--- config.mk ---
export PLATFORM = sky130hd
export DESIGN_NAME = edo_strobe_decoder
export DESIGN_NICKNAME = d
export VERILOG_FILES = /design/src/rtl/eds_pkg.sv /design/src/rtl/eds_sync.sv /design/src/rtl/eds_array.sv /design/src/rtl/eds_ctrl.sv /design/src/rtl/edo_strobe_decoder.sv
export SDC_FILE = /design/constraint.sdc
export NUM_CORES = 2
export LEC_CHECK = 0
export BUFFER_PORTS_ARGS = -buffer_cell sky130_fd_sc_hd__buf_2
export CORE_ASPECT_RATIO = 1.2
export CORE_MARGIN = 2
export CORE_UTILIZATION = 35
export DETAILED_ROUTE_END_ITERATION = 12
export PLACE_DENSITY_LB_ADDON = 0.08
export SYNTH_ARGS = -nofsm -noshare
export SYNTH_HDL_FRONTEND = slang
export SYNTH_MEMORY_MAX_BITS = 65536
export SYNTH_SLANG_ARGS = --single-unit
--- constraint.sdc ---
create_clock -name clk -period 5.5 [get_ports clk]
set_clock_uncertainty 0.05 [all_clocks]
set_input_delay 0 -clock clk [delete_from_list [all_inputs] [get_ports clk]]
set_output_delay 0 -clock clk [all_outputs]
set_load 0.01 [all_outputs]
--- src/rtl/eds_pkg.sv ---
package eds_pkg;

    localparam int LANES  = 2;
    localparam int LANE_W = 8;
    localparam int DQ_W   = LANES * LANE_W;

    typedef struct packed {
        logic ras;
        logic ucas;
        logic lcas;
        logic we;
        logic oe;
    } strobe_t;

    typedef enum logic [3:0] {
        KIND_IDLE   = 4'd0,
        KIND_READ   = 4'd1,
        KIND_WRITE  = 4'd2,
        KIND_RMW    = 4'd3,
        KIND_PREAD  = 4'd4,
        KIND_PWRITE = 4'd5,
        KIND_ROR    = 4'd6,
        KIND_CBR    = 4'd7,
        KIND_HIDDEN = 4'd8
    } cyc_kind_e;

    typedef enum logic [1:0] {
        MODE_IDLE,
        MODE_ROW,
        MODE_REF
    } mode_e;

    function automatic logic [LANES-1:0] lanes_low(strobe_t s);
        return ~{s.ucas, s.lcas};
    endfunction

endpackage

--- src/rtl/eds_sync.sv ---
module eds_sync #(
    parameter int             W      = 5,
    parameter int             STAGES = 2,
    parameter logic [W-1:0]   INIT   = '1
) (
    input  logic         clk,
    input  logic         rst,
    input  logic [W-1:0] din,
    output logic [W-1:0] cur,
    output logic [W-1:0] prv
);
    logic [W-1:0] st [STAGES];

    always_ff @(posedge clk) begin
        if (rst) begin
            for (int i = 0; i < STAGES; i++) st[i] <= INIT;
            prv <= INIT;
        end else begin
            st[0] <= din;
            for (int i = 1; i < STAGES; i++) st[i] <= st[i-1];
            prv <= st[STAGES-1];
        end
    end

    assign cur = st[STAGES-1];
endmodule

--- src/rtl/eds_array.sv ---
module eds_array
    import eds_pkg::*;
#(
    parameter int AW = 8
) (
    input  logic             clk,
    input  logic [LANES-1:0] we,
    input  logic [AW-1:0]    waddr,
    input  logic [DQ_W-1:0]  wdata,
    input  logic [AW-1:0]    raddr,
    output logic [DQ_W-1:0]  rdata
);
    localparam int DEPTH = 1 << AW;

    for (genvar g = 0; g < LANES; g++) begin : g_lane
        logic [LANE_W-1:0] bank [DEPTH];
        always_ff @(posedge clk) begin
            if (we[g]) bank[waddr] <= wdata[g*LANE_W +: LANE_W];
        end
        assign rdata[g*LANE_W +: LANE_W] = bank[raddr];
    end
endmodule

--- src/rtl/eds_ctrl.sv ---
module eds_ctrl
    import eds_pkg::*;
#(
    parameter int ADDR_W = 4,
    parameter int REF_W  = 8
) (
    input  logic                clk,
    input  logic                rst,
    input  strobe_t             cur,
    input  strobe_t             prv,
    input  logic [ADDR_W-1:0]   addr,
    input  logic [DQ_W-1:0]     dq_in,
    input  logic [DQ_W-1:0]     rdata,
    output logic [2*ADDR_W-1:0] raddr,
    output logic [2*ADDR_W-1:0] waddr,
    output logic [LANES-1:0]    mem_we,
    output logic [DQ_W-1:0]     wdata,
    output logic [DQ_W-1:0]     dq_out,
    output logic [LANES-1:0]    dq_oe,
    output logic [3:0]          kind,
    output logic                ref_pulse,
    output logic [REF_W-1:0]    ref_row
);
    mode_e             mode_q, mode_n;
    logic [ADDR_W-1:0] row_q, row_n, col_q, col_n;
    logic              acc_q, acc_n;
    logic [REF_W-1:0]  cnt_q, cnt_n, rrow_q, rrow_n;
    logic [LANES-1:0]  drv_q, drv_n, oe_q, oe_n;
    logic [DQ_W-1:0]   dout_q, dout_n, out_q, out_n;
    cyc_kind_e         kind_q, kind_n;
    logic              refp_q, refp_n;

    logic [LANES-1:0]  cas_low, cas_fall;
    logic              ras_fall, ras_rise, we_fall, standby;

    always_comb begin
        cas_low  = lanes_low(cur);
        cas_fall = cas_low & {prv.ucas, prv.lcas};
        ras_fall = !cur.ras && prv.ras;
        ras_rise = cur.ras && !prv.ras;
        we_fall  = !cur.we && prv.we && !prv.oe | !cur.we && prv.we;
        standby  = cur.ras && (cas_low == '0);
    end

    assign raddr = {row_q, addr};
    assign wdata = dq_in;

    always_comb begin
        mode_n = mode_q;  row_n = row_q;   col_n = col_q;
        acc_n  = acc_q;   cnt_n = cnt_q;   rrow_n = rrow_q;
        drv_n  = drv_q;   dout_n = dout_q; kind_n = kind_q;
        refp_n = 1'b0;
        mem_we = '0;
        waddr  = {row_q, col_q};

        if (ras_fall) begin
            if (cas_low != '0) begin
                mode_n = MODE_REF;
                refp_n = 1'b1;
                rrow_n = cnt_q;
                cnt_n  = cnt_q + 1'b1;
                kind_n = (drv_q != '0) ? KIND_HIDDEN : KIND_CBR;
            end else begin
                mode_n = MODE_ROW;
                row_n  = addr;
                acc_n  = 1'b0;
            end
        end else if (ras_rise) begin
            if (mode_q == MODE_ROW && !acc_q) begin
                kind_n = KIND_ROR;
                refp_n = 1'b1;
                rrow_n = REF_W'(row_q);
            end
            mode_n = MODE_IDLE;
        end else if (mode_q == MODE_ROW && cas_fall != '0) begin
            col_n = addr;
            acc_n = 1'b1;
            if (!cur.we) begin
                mem_we = cas_low;
                waddr  = {row_q, addr};
                kind_n = acc_q ? KIND_PWRITE : KIND_WRITE;
            end else begin
                dout_n = rdata;
                drv_n  = cas_low;
                kind_n = acc_q ? KIND_PREAD : KIND_READ;
            end
        end else if (mode_q == MODE_ROW && we_fall && acc_q && cas_low != '0) begin
            mem_we = cas_low;
            kind_n = KIND_RMW;
        end

        if (!cur.we || standby) drv_n = '0;

        oe_n = drv_n & {LANES{!cur.oe}};
        for (int g = 0; g < LANES; g++)
            out_n[g*LANE_W +: LANE_W] = oe_n[g] ? dout_n[g*LANE_W +: LANE_W] : '0;
    end

    always_ff @(posedge clk) begin
        if (rst) begin
            mode_q <= MODE_IDLE; row_q <= '0; col_q <= '0; acc_q <= 1'b0;
            cnt_q  <= '0; rrow_q <= '0; drv_q <= '0; dout_q <= '0;
            kind_q <= KIND_IDLE; refp_q <= 1'b0; oe_q <= '0; out_q <= '0;
        end else begin
            mode_q <= mode_n; row_q <= row_n; col_q <= col_n; acc_q <= acc_n;
            cnt_q  <= cnt_n;  rrow_q <= rrow_n; drv_q <= drv_n; dout_q <= dout_n;
            kind_q <= kind_n; refp_q <= refp_n; oe_q <= oe_n; out_q <= out_n;
        end
    end

    assign dq_out    = out_q;
    assign dq_oe     = oe_q;
    assign kind      = kind_q;
    assign ref_pulse = refp_q;
    assign ref_row   = rrow_q;
endmodule

--- src/rtl/edo_strobe_decoder.sv ---
module edo_strobe_decoder
    import eds_pkg::*;
#(
    parameter int ADDR_W = 4,
    parameter int REF_W  = 8
) (
    input  logic              clk,
    input  logic              rst,
    input  logic              ras_n,
    input  logic              ucas_n,
    input  logic              lcas_n,
    input  logic              we_n,
    input  logic              oe_n,
    input  logic [ADDR_W-1:0] addr,
    input  logic [15:0]       dq_in,
    output logic [15:0]       dq_out,
    output logic [1:0]        dq_oe,
    output logic [3:0]        cyc_kind,
    output logic              ref_pulse,
    output logic [REF_W-1:0]  ref_row
);
    localparam int AW = 2 * ADDR_W;
    localparam int SW = $bits(strobe_t);

    strobe_t          s_raw, s_cur, s_prv;
    logic [SW-1:0]    cur_bits, prv_bits;
    logic [AW-1:0]    raddr, waddr;
    logic [LANES-1:0] mem_we;
    logic [DQ_W-1:0]  wdata, rdata;

    assign s_raw = '{ras: ras_n, ucas: ucas_n, lcas: lcas_n, we: we_n, oe: oe_n};

    eds_sync #(.W(SW), .STAGES(2), .INIT('1)) i_sync (
        .clk(clk), .rst(rst), .din(s_raw), .cur(cur_bits), .prv(prv_bits)
    );

    assign s_cur = strobe_t'(cur_bits);
    assign s_prv = strobe_t'(prv_bits);

    eds_ctrl #(.ADDR_W(ADDR_W), .REF_W(REF_W)) i_ctrl (
        .clk(clk), .rst(rst), .cur(s_cur), .prv(s_prv), .addr(addr),
        .dq_in(dq_in), .rdata(rdata), .raddr(raddr), .waddr(waddr),
        .mem_we(mem_we), .wdata(wdata), .dq_out(dq_out), .dq_oe(dq_oe),
        .kind(cyc_kind), .ref_pulse(ref_pulse), .ref_row(ref_row)
    );

    eds_array #(.AW(AW)) i_array (
        .clk(clk), .we(mem_we), .waddr(waddr), .wdata(wdata),
        .raddr(raddr), .rdata(rdata)
    );
endmodule

==> impl_metrics.csv <==
group,metric,value,unit
logic_synthesis,synth_area,161900,um2
route,num_vias,79936,
die,num_rows,273,
clock_network,clk_path_buf_depth,4,
final_layout,layout-drive-gt1-share,28.14,%
power_and_ir_drop,p_clk_share,43.8,%
sta,finalSetupViolCount,0,
worst_setup_path,crit_type,"reg -> reg",
logic_synthesis,synth.area.mux_share,16.68,%
die,die_h,749.1,um
worst_setup_path,cp_data_required_time,6.06,ns
sta,rsz0062_at_grt,"no",
route,route.detailed.drc,0,
sta,fin_crit,4.817,ns
sta,finalHoldViolCount,0,
power_and_ir_drop,internal_power,53.14,mW
global_routing,grt_pass1_wl,720.6,mm
global_routing,gr-total-overflow,0,
die,start_util,35.14,%
power_and_ir_drop,peakVddDrop,0.0002398,V
place,dp_hpwl,330.5,mm
logic_synthesis,synth_compound_gate_area_share,1.768,%
route,vias_per_cell,5.493,
sta,tightest_slew,1.376,ns
global_routing,grt.total_usage,22.25,%
place,port-buffer-count,57,
logic_synthesis,synth-xor-area-share,0.03787,%
worst_setup_path,reg2reg_depth,10,
clock_network,cts_root_buf,"clkbuf_16",
worst_setup_path,start_kind,"flip-flop",
final_layout,final_common_cell,"edfxtp_1",
die,die_area,468100,um2
power_and_ir_drop,leakagePower,58.61,nW
final_layout,fillerInstances,40393,
logic_synthesis,yosys.area_share.simple,2.873,%
logic_synthesis,synth_ff_type,"edfxtp_1",
final_layout,final_cells,14553,
sta,drv_slew,0,
logic_synthesis,synthAdderAreaFrac,0.03091,%
global_routing,antenna_found_initial,41,
route,firstDrtPassIters,8,
worst_setup_path,crit_fanout,13,
power_and_ir_drop,p_sw_share,21.87,%
logic_synthesis,ys_warn_count,0,
worst_setup_path,crit_end,"i_array.g_lane[0].bank[58][2]$_DFFE_PP_",
worst_setup_path,worstSetupStartpoint,"i_sync.st[0][9]$_SDFF_PP1_",
clock_network,clk_latency,1.02,ns
route,postRouteAntennaNets,0,
die,core_area,460800,um2
route,drt-total-wl,525.7,mm
sta,finalWorstSetupSlack,0.6832,ns
sta,min_period_over_period,87.58,%
outcome,outcome,"complete, no violations",
place,place_congestion,0.8089,
power_and_ir_drop,power-per-cell-area,363.2,nW/um2
place,place_ws,0.8202,ns
final_layout,area_growth,15.65,%
clock_network,clock_sinks,4178,
logic_synthesis,synth_nets,7561,
logic_synthesis,async_flop_share,0,%
global_routing,grt_max_degree,184,
logic_synthesis,yosysSeqAreaShare,76.98,%
final_layout,final_nets,8159,
die,fp.dieW,624.9,um
power_and_ir_drop,power.switching,14.87,mW
power_and_ir_drop,pwr-share-comb,4.8,%
worst_setup_path,r2r-end,"i_array.g_lane[0].bank[58][2]$_DFFE_PP_",
sta,fmax,207.6,MHz
logic_synthesis,ys_ff_latch,4178,
logic_synthesis,synth_top_family_by_area,"multiplexers",
route,drt_iter0_drc,8295,
place,placed_cells,13710,
clock_network,path_clk_slew,0.06,ns
final_layout,fin_util,40.64,%
worst_setup_path,rr_startpoint,"i_sync.st[0][9]$_SDFF_PP1_",
clock_network,cts_tree,"yes",
route,wire_per_inst,36.12,um
final_layout,final_cell_mix,"edfxtp_1 (4,096), mux4_2 (1,059), nor2_1 (617)",
logic_synthesis,synth.distinct_cells,71,
worst_setup_path,cp-end-kind,"flip-flop",
sta,slew_headroom,7.312,%
sta,finalSetupTns,0,ns
min_path,min_path_type,"in -> reg",
worst_setup_path,arrival,5.38,ns
power_and_ir_drop,p_seq_share,51.4,%
global_routing,grt_pass1_vias,83173,
clock_network,h-tree-depth,5,
logic_synthesis,synth_edf_count,4096,
die,ioPinCount,58,
logic_synthesis,synth.avg_cell_area,21.50,um2
clock_network,numCtsBuffers,430,
worst_setup_path,regToRegSetupSlack,0.68,ns
job,maxCapViolCount,0,
logic_synthesis,synth_cells,7530,
[registers in the layout, summed over array words and instances (netlist names), 2 cells and up]
register and flops:
i_ctrl.drv_q 2, i_ctrl.cnt_q 8, i_ctrl.mode_q 2, i_sync.st 10, i_sync.prv 4, i_ctrl.kind 4
i_ctrl.ref_row 8, i_ctrl.row_q 4, i_ctrl.dout_q 16, i_ctrl.dq_oe 2, i_array.g_lane.bank 4096, i_ctrl.col_q 4
i_ctrl.dq_out 16
[layer usage]
| metal | track usage, % | part of all wire, % |
|---|---|---|
| met1 | 30.21 | 42 |
| met2 | 37.77 | 50 |
| met3 | 2.902 | 4.9 |
| met4 | 5.865 | 2.8 |
| met5 | 0 | 0 |
[cells in the mapped netlist (9+ instances only)]
| library cell | count | share of area, % |
|---|---|---|
| clkbuf_1 | 173 | 0.40 |
| nand3b_1 | 9 | 0.042 |
| inv_1 | 12 | 0.028 |
| a221oi_1 | 26 | 0.14 |
| o21ai_0 | 39 | 0.12 |
| mux4_2 | 1059 | 15 |
| buf_6 | 42 | 0.29 |
| mux2i_1 | 309 | 1.9 |
| nand3_1 | 85 | 0.26 |
| a31oi_1 | 19 | 0.073 |
| buf_2 | 123 | 0.38 |
| buf_1 | 28 | 0.065 |
| a21oi_1 | 56 | 0.17 |
| edfxtp_1 | 4096 | 76 |
| a211oi_1 | 19 | 0.088 |
| nor2_1 | 626 | 1.5 |
| nor3_1 | 41 | 0.13 |
| or2_2 | 19 | 0.073 |
| nand2b_1 | 17 | 0.066 |
| dfxtp_1 | 82 | 1.0 |
| nor2b_1 | 17 | 0.066 |
| a22oi_1 | 89 | 0.41 |
| nand2_1 | 201 | 0.47 |
| a32oi_1 | 20 | 0.11 |
| o22ai_1 | 68 | 0.26 |
| nand4_1 | 21 | 0.081 |
| buf_4 | 89 | 0.41 |
| o211ai_1 | 9 | 0.042 |
[what timing repair did]
action                                 in CTS  in global routing
gates resized for setup                     0                  0
endpoints found under the hold margin    2097                  0
hold buffers                               36                  0
setup buffers                               0                  0
[power by group through the flow]
stage	clock, mW	combinational [mW]	sequential (mW)
2_1_floorplan	0	1.56	35.6
3_3_place_gp	0	3.29	35.6
3_5_place_dp	0	3.31	35.6
4_1_cts	30.4	3.34	34.9
5_1_grt	31.6	3.40	34.9
6_report	29.8	3.25	35.0
[critical path, cell delays in order (launching register included)]
cell,delay [ns]
dfxtp_1,0.34
inv_1,0.07
ha_1,0.46
nor2_1,0.20
o211ai_2,0.12
nor2_1,0.18
buf_4,0.23
o21ai_0,1.07
nand2_4,0.62
buf_12,0.35
nor2_1,0.62
[cell families after synthesis]
logic type | Yosys count
AO/OA/AOI/OAI | 408
XOR/XNOR | 7
adder cells (fa/ha/maj) | 4
buffers and inverters | 473
flip-flops | 4178
multiplexers | 1373
AND/OR/NAND/NOR | 1087
[worst min-delay path by stage]
stage,to,start,cells past startpoint,slack [ns]
after floorplan,i_array.g_lane[0].bank[0][0]$_DFFE_PP_,dq_in[0],0,0.05
after global placement,i_sync.st[0][1]$_SDFF_PP1_,we_n,2,0.14
after detailed placement,i_sync.st[0][4]$_SDFF_PP1_,ras_n,2,0.14
after CTS,i_array.g_lane[1].bank[135][6]$_DFFE_PP_,dq_in[14],2,0.007
after global routing,i_array.g_lane[1].bank[131][6]$_DFFE_PP_,dq_in[14],2,0.08
final,i_array.g_lane[1].bank[131][6]$_DFFE_PP_,dq_in[14],2,0.07
[metrics by stage]
step	power, mW	hold WS [ns]	area, um2
global placement	38.92	0.1352	172600
detailed placement	38.94	0.1420	172600
global route	69.95	0.07541	187200
CTS	68.73	0.007308	187200
finish	68.02	0.07237	187200
floorplan	37.18	0.04887	161900
[cell type report]
type                            count  area, um2  area share (%)
Tap cell                         6050       7570           4.043
Sequential cell                  4178     124700           66.57
Antenna cell                       11      27.53         0.01470
Clock buffer                      528      11370           6.075
Multi-Input combinational cell   2879      34870           18.62
Inverter                           13      56.30         0.03007
Clock inverter                    268       2869           1.532
Timing Repair Buffer              626       5826           3.111
Note: power is estimated with default switching activity, not from simulation.
